==> src/rtl/fde_pkg.sv <==
package fde_pkg;
  typedef struct packed {
    logic loop_on;
    logic cap_on;
    logic burst_req;
  } fde_mode_t;
endpackage

==> src/rtl/fde_ctrl_decode.sv <==
module fde_ctrl_decode
  import fde_pkg::*;
#(
  parameter int CTRL_W  = 32,
  parameter int MAP_LOW = 0,
  parameter int BANK_W  = 3
) (
  input  logic [CTRL_W-1:0] ctrl_word,
  output fde_mode_t         mode
);
  logic unused_ctrl;
  assign unused_ctrl = ^ctrl_word;

  generate
    if (MAP_LOW != 0) begin : g_low
      logic bank_hit;
      assign bank_hit       = (ctrl_word[BANK_W-1:0] == {BANK_W{1'b1}});
      assign mode.loop_on   = bank_hit & ctrl_word[4];
      assign mode.cap_on    = bank_hit & ctrl_word[5];
      assign mode.burst_req = bank_hit & ctrl_word[6];
    end else begin : g_high
      assign mode.loop_on   = ctrl_word[16];
      assign mode.cap_on    = ctrl_word[17];
      assign mode.burst_req = ctrl_word[18];
    end
  endgenerate
endmodule

==> src/rtl/fde_cap_addr.sv <==
module fde_cap_addr #(
  parameter int AW = 6
) (
  input  logic          clk,
  input  logic          rst_n,
  input  logic          active,
  input  logic          wr,
  output logic          entering,
  output logic [AW-1:0] addr
);
  logic          act_q;
  logic [AW-1:0] cnt;

  function automatic logic [AW-1:0] bump(input logic [AW-1:0] a);
    return a + 1'b1;
  endfunction

  assign entering = active & ~act_q;
  assign addr     = entering ? '0 : cnt;

  always_ff @(posedge clk) begin
    if (!rst_n) begin
      act_q <= 1'b0;
      cnt   <= '0;
    end else begin
      act_q <= active;
      if (wr)            cnt <= bump(addr);
      else if (entering) cnt <= '0;
    end
  end
endmodule

==> src/rtl/fde_burst_ctrl.sv <==
module fde_burst_ctrl #(
  parameter int AW = 6
) (
  input  logic          clk,
  input  logic          rst_n,
  input  logic          trigger,
  input  logic          out_full,
  output logic          busy,
  output logic          start,
  output logic          adv,
  output logic [AW-1:0] head,
  output logic [AW-1:0] rd_addr
);
  localparam logic [AW-1:0] LAST = {AW{1'b1}};

  logic trig_q;
  logic last_adv;

  function automatic logic [AW-1:0] bump(input logic [AW-1:0] a);
    return a + 1'b1;
  endfunction

  assign start    = trigger & ~trig_q & ~busy;
  assign adv      = busy & ~out_full;
  assign last_adv = adv & (head == LAST);
  // Look-ahead read address: the RAM output always holds the word at head.
  assign rd_addr  = start ? '0 : (adv ? bump(head) : head);

  always_ff @(posedge clk) begin
    if (!rst_n) begin
      trig_q <= 1'b0;
      busy   <= 1'b0;
      head   <= '0;
    end else begin
      trig_q <= trigger;
      if (start) begin
        busy <= 1'b1;
        head <= '0;
      end else if (adv) begin
        head <= bump(head);
        if (last_adv) busy <= 1'b0;
      end
    end
  end
endmodule

==> src/rtl/fde_dpram.sv <==
module fde_dpram #(
  parameter int DW = 32,
  parameter int AW = 6
) (
  input  logic          clk,
  input  logic          we,
  input  logic [AW-1:0] waddr,
  input  logic [DW-1:0] wdata,
  input  logic [AW-1:0] raddr,
  output logic [DW-1:0] rdata
);
  localparam int DEPTH = 1 << AW;
  logic [DW-1:0] mem [DEPTH];

  always_ff @(posedge clk) begin
    if (we) mem[waddr] <= wdata;
    rdata <= mem[raddr];
  end
endmodule

==> src/rtl/fifo_dma_engine.sv <==
module fifo_dma_engine
  import fde_pkg::*;
#(
  parameter int DATA_W  = 32,
  parameter int RAM_AW  = 6,
  parameter int CTRL_W  = 32,
  parameter int MAP_LOW = 0,
  parameter int BANK_W  = 3
) (
  input  logic              clk,
  input  logic              rst_n,
  input  logic [CTRL_W-1:0] ctrl_word,
  input  logic              ififo_empty,
  input  logic [DATA_W-1:0] ififo_data,
  output logic              ififo_rd,
  input  logic              ofifo_full,
  output logic              ofifo_wr,
  output logic [DATA_W-1:0] ofifo_data,
  output logic              ram_we,
  output logic [RAM_AW-1:0] ram_waddr,
  output logic [DATA_W-1:0] ram_wdata,
  output logic              busy
);
  fde_mode_t         mode;
  logic              cap_active;
  logic              cap_entering;
  logic              burst_start;
  logic              burst_adv;
  logic              in_block;
  logic              loop_go;
  logic [RAM_AW-1:0] burst_head;
  logic [RAM_AW-1:0] rd_addr;
  logic [DATA_W-1:0] ram_q;

  fde_ctrl_decode #(.CTRL_W(CTRL_W), .MAP_LOW(MAP_LOW), .BANK_W(BANK_W)) u_dec (
    .ctrl_word (ctrl_word),
    .mode      (mode)
  );

  // Loopback wins over capture.
  assign cap_active = mode.cap_on & ~mode.loop_on;
  assign in_block   = busy | burst_start;
  assign loop_go    = mode.loop_on & ~in_block & ~ififo_empty & ~ofifo_full;
  assign ram_we     = cap_active & ~in_block & ~ififo_empty;
  assign ififo_rd   = loop_go | ram_we;
  assign ram_wdata  = ififo_data;
  assign ofifo_wr   = busy ? burst_adv : loop_go;
  assign ofifo_data = busy ? ram_q : ififo_data;

  fde_cap_addr #(.AW(RAM_AW)) u_cap (
    .clk      (clk),
    .rst_n    (rst_n),
    .active   (cap_active),
    .wr       (ram_we),
    .entering (cap_entering),
    .addr     (ram_waddr)
  );

  fde_burst_ctrl #(.AW(RAM_AW)) u_burst (
    .clk      (clk),
    .rst_n    (rst_n),
    .trigger  (mode.burst_req),
    .out_full (ofifo_full),
    .busy     (busy),
    .start    (burst_start),
    .adv      (burst_adv),
    .head     (burst_head),
    .rd_addr  (rd_addr)
  );

  fde_dpram #(.DW(DATA_W), .AW(RAM_AW)) u_ram (
    .clk   (clk),
    .we    (ram_we),
    .waddr (ram_waddr),
    .wdata (ram_wdata),
    .raddr (rd_addr),
    .rdata (ram_q)
  );
endmodule

==> config.mk <==
export PLATFORM = sky130hd
export DESIGN_NAME = fifo_dma_engine
export DESIGN_NICKNAME = d
export VERILOG_FILES = /design/src/rtl/fde_pkg.sv /design/src/rtl/fde_ctrl_decode.sv /design/src/rtl/fde_cap_addr.sv /design/src/rtl/fde_burst_ctrl.sv /design/src/rtl/fde_dpram.sv /design/src/rtl/fifo_dma_engine.sv
export SDC_FILE = /design/constraint.sdc
export NUM_CORES = 2
export LEC_CHECK = 0
export CORE_ASPECT_RATIO = 0.5
export CORE_UTILIZATION = 60
export CTS_BUF_LIST = sky130_fd_sc_hd__clkbuf_16
export DETAILED_ROUTE_END_ITERATION = 10
export PLACE_DENSITY = 0.82
export SYNTH_ARGS = -nofsm -noshare
export SYNTH_HDL_FRONTEND = slang
export SYNTH_SLANG_ARGS = --single-unit
==> constraint.sdc <==
create_clock -name clk -period 18.1 [get_ports clk]
set_clock_uncertainty 0.15 [all_clocks]
set_input_delay 3.62 -clock clk [delete_from_list [all_inputs] [get_ports clk]]
set_output_delay 3.62 -clock clk [all_outputs]
set_load 0.01 [all_outputs]
### Word-level counts from Yosys, hierarchy flattened

Memories as Yosys holds them, arrays and structs flattened. A register that Yosys moved wholly into a read port is not among the register bits.
Cells that the tools add are included.

* flip-flop bits (word level): 15
* bits in writable memories: 2048
* output and inout port bits: 74
* memories kept: 1

Memories
* u_ram.mem: words 64, width 32, read ports 1, clocked after memory_dff 1, write ports 1, line fde_dpram.sv:13 `logic [DW-1:0] mem [DEPTH];`

* add/subtract/negate cells: 2
* equal/unequal tests: 1
* multiplexer cells: 11
* bitwise logic cells: 20
* reductions and logical operators: 3

Operator list (count)
* 32-bit 2-to-1 mux: 1
* 6-bit 2-to-1 mux: 4
* 6-bit by 1-bit adder with 6-bit output, second input constant: 2
* 1-bit AND: 11
* 1-bit inverter: 7
* 6-bit equality test, second input constant: 1
* 1-bit 2-to-1 mux: 6
* 2-bit nonzero test: 2
* 1-bit OR: 2
* 2-bit AND reduction: 1

### Logic depth before layout (Yosys ltp)

* word-level depth: 9
* gate-level depth with buffers: 12
* gate-level depth less buffers: 8

### Modules after synthesis

From an unflattened synthesis, not the netlist that was laid out.

* cell total of the unflattened synthesis: 3494
* area total of the unflattened synthesis: 80044.3 um^2

Modules (own cells, without submodules)
* fde_dpram: times used 1, cells an instance 3324, area each 78515.3 um^2, sequential area each 62139.6 um^2
* fifo_dma_engine: times used 1, cells an instance 75, area each 715.7 um^2, sequential area each 0.0 um^2
* fde_burst_ctrl: times used 1, cells an instance 52, area each 447.9 um^2, sequential area each 160.2 um^2
* fde_cap_addr: times used 1, cells an instance 40, area each 342.8 um^2, sequential area each 140.1 um^2
* fde_ctrl_decode: times used 1, cells an instance 3, area each 22.5 um^2, sequential area each 0.0 um^2

### Worst setup path before layout

Ideal clock, no wire load.

* path kind: input -> register
* from: in ctrl_word[18]
* to: mem u_ram.mem[50][0] (enable)
* library setup time: 0.502 ns
* arrival time: 7.970 ns
* required time: 17.448 ns
* slack: 9.479 ns
* stages on the path: 6
* path buffers: 2
* cell sequence: nor2b_1 -> clkbuf_1 -> nor4b_1 -> clkbuf_1 -> nand3_1 -> nor4_1

* cells in the longest elaborated chain, start to end: 8

RTL lines
* from (decl): line fifo_dma_engine.sv:12 `input logic [CTRL_W-1:0] ctrl_word,`
* 1-bit AND (2 in a row): line fde_burst_ctrl.sv:23 `assign start = trigger & ~trig_q & ~busy;`
* 1-bit OR: line fifo_dma_engine.sv:42 `assign in_block = busy | burst_start;`
* 1-bit inverter: line fifo_dma_engine.sv:44 `assign ram_we = cap_active & ~in_block & ~ififo_empty;`
* 1-bit AND (2 in a row): line fifo_dma_engine.sv:44
* via ram_we: line fifo_dma_engine.sv:19 `output logic ram_we,`
* 1-bit 2-to-1 mux: line fde_dpram.sv:16 `if (we) mem[waddr] <= wdata;`
* 1-bit 2-to-1 mux (not written as such): line fde_dpram.sv:16
* to (decl): line fde_dpram.sv:13

The timed path passes the listed nets, and every way through them passes these cells.

### Worst setup path in the final report

* from: in ctrl_word[18]
* to: out ram_we

* cells in the longest elaborated chain, start to end: 6

RTL lines (line)
* 1-bit AND (2 in a row): fde_burst_ctrl.sv:23
* 1-bit OR: fifo_dma_engine.sv:42
* 1-bit inverter: fifo_dma_engine.sv:44
* 1-bit AND (2 in a row): fifo_dma_engine.sv:44
* to (decl): fifo_dma_engine.sv:19

No other way between the ends.

==> out/results.ini <==
[critical_path]
worstPathArrival_ps=6000
worst_r2r_path_depth=12
critPathLaunch=ctrl_word[18]
crit_path_end_kind=output pin
path_class=primary input to output pin
crit_path_start_kind=primary input
crit_required_ps=14330
crit_fanout=13
r2r-start=u_burst.busy

[synthesis]
synthAdderAreaFrac_pct=0.0304
yosys-top-cells-area=edfxtp_1 (75%), mux2i_1 (7.7%), nand2_1 (5.4%)
synth_ff_type=edfxtp_1
synth.distinct_cells=59
synth_area_per_cell_um2=15.0
synth_mux_area_share_pct=8.22
ys_seq_area_share_pct=75.8
ys_seq_elements=2095
syn_nets=5562
synth-xor-area-share_pct=0.0942
synth_top_area_share_pct=74.7
synth_top_family_by_area=simple AND/OR/NAND/NOR gates
synth_edf_count=2048
yosys_warnings=0
synthSimpleGateAreaFrac_pct=9.97
ys_async_sr_fraction_pct=0
synth_compound_area_share_pct=3.70
synthCells=5492
syn_area_mm2=0.0823
yosys.area.top_type=edfxtp_1

[global_route]
antenna_found_initial=16
grt_util_all_layers_pct=31.2
grt_max_degree=191
grt_pass1_vias=49100
grt_pass1_wl_mm=314
gr-total-overflow=0

[min_path]
min_from=u_cap.cnt[5]
worstHoldPathType=flop to flop
min_path_cells=2

[clocking]
post_cts_buffers=0
cts_resized=0
numCtsBuffers=175
htree_num_levels=4
path_clk_slew_ps=70
hold_buffers=0
clock_latency_ps=800
cts_root_buf=clkbuf_16
cts.sinks=2095
cts_tree=yes
clockBufferDepth=3

[cells_and_area]
register_area_mm2=0.0624
stdcell_area_mm2=0.0910
fill_cells=8078
syn_to_final_growth_pct=10.5
multiInputGateArea_mm2=0.0187
layout-drive-gt1-share_pct=9.11
nets=5634

[timing]
timing_hold_violations_final=0
max_freq_mhz=102
rsz0062_at_grt=false
setup-tns-final_ps=0
slew_headroom_pct=13.1
setup_viol=0
worst_pin_slew_ps=1300
min_period_ps=9770
slew_violations=0
min_period_over_period_pct=54.0

[floorplanning]
rows=95
ioPinCount=142
core_mm2=0.135
die_h_um=264
die-width_um=526
die_area_mm2=0.139
initial_core_util_pct=60.9

[place]
hpwl_mm=112
portBuffers=112
dpl_cell_area_mm2=0.0855
gp_congestion=0.878

[power_and_ir_drop]
p_leak_nw=33.7
power_w=0.00945
powerDensity_mw_per_mm2=104
ir_drop_mv=0.0726

[drt]
drc_errors=0
wl_per_cell_um=29.3
drtAntennaViolNets=0
vias_per_cell=6.70
drt_iter0_markers=8911
vias=50300
routed_wirelength_mm=219
drtPass1Iterations=7

[run]
cap_violations=0

[status]
outcome=finished, final reports clean

[registers in the layout (all words and copies together) (netlist names)]
name	cells
u_burst.busy	1
u_burst.head	6
u_burst.trig_q	1
u_cap.act_q	1
u_cap.cnt	6
u_ram.mem	2048
u_ram.rdata	32
[worst max-delay path, stage by stage]
cell and delay (ps):
clkdlybuf4s50_1 450, nor2b_1 260, nor4b_2 960, clkdlybuf4s50_1 710
[final timing paths]
check / endpoint / slack, ps
max reg2reg: u_ram.rdata[5] / 11300
min reg2reg: u_cap.cnt[5] / 540
min: u_cap.cnt[5] / 540
max: ram_we / 8330
[Yosys cell counts, types with 5 or more instances]
master    instances
inv_1             7
buf_2           118
mux2_2           33
dfxtp_1          47
mux2i_1         637
o21ai_0           6
and2_1           14
a32oi_1          65
nor3_1            7
nor2b_1           7
nor4_1           35
buf_4            60
o22ai_1         126
nand2_1        1174
nand2b_1          5
nor2_1           68
or4_1            65
nand3_1         401
edfxtp_1       2048
buf_1            42
a21oi_1         138
clkbuf_1        141
a31oi_1         128
and3_1           67
[cell usage in the layout, fill, tap and decap left out, types with 6 or more instances in the layout]
master	instances
o21ai_0	6
buf_4	139
nor2_4	58
a31oi_1	128
a21oi_1	135
mux2i_1	637
clkinv_2	21
inv_1	47
bufinv_16	9
and2_1	14
clkdlybuf4s50_1	80
buf_2	32
edfxtp_1	2048
clkbuf_16	184
nand2_1	1173
mux2_2	33
nor2_1	11
clkinv_1	52
buf_12	6
and3_1	67
or4_1	65
o22ai_1	126
dfxtp_1	46
nor2b_1	6
nor4_1	33
a32oi_1	65
nand3_1	401
[metal layers]
layer / share of wire, % / track usage [%] / vias up
li1: - / - / 20800
met1: 35 / 41.8 / 24600
met2: 46 / 48.5 / 4123
met3: 14 / 7.21 / 686
met4: 5.1 / 15.5 / 18
met5: 0.053 / 0 / -
[cell families after synthesis]
kind of cell    Yosys count
compound gates          478
flops                  2095
buf+inv                 369
xor+xnor                  8
simple gates           1869
mux                     671
fa+ha+maj                 2
[through the flow]
stage	worst slack (ps)	instances	util, %	hold WS, ps
after floorplan	9480	5492	-	477
after global routing	8230	7499	67.3	574
after CTS	8410	7499	67.3	532
after detailed placement	8270	7181	63.3	509
after global placement	8470	7181	63.3	497
final	8330	7500	67.3	540
[final cells by class]
type | count | share of cell area, %
sequential | 2095 | 68.7
multi-input combinational | 3028 | 20.5
clock buffer | 184 | 5.06
tap | 1794 | 2.47
timing repair buffer | 257 | 2.34
clock inverter | 134 | 0.909
inverter | 7 | 0.0289
antenna | 1 | 0.00275
[power by group]
group,switching [W],internal (W)
clock network,0.00167,0.00196
registers,0.00000371,0.00533
logic,0.000339,0.000154
(Power assumes the default switching activity.)
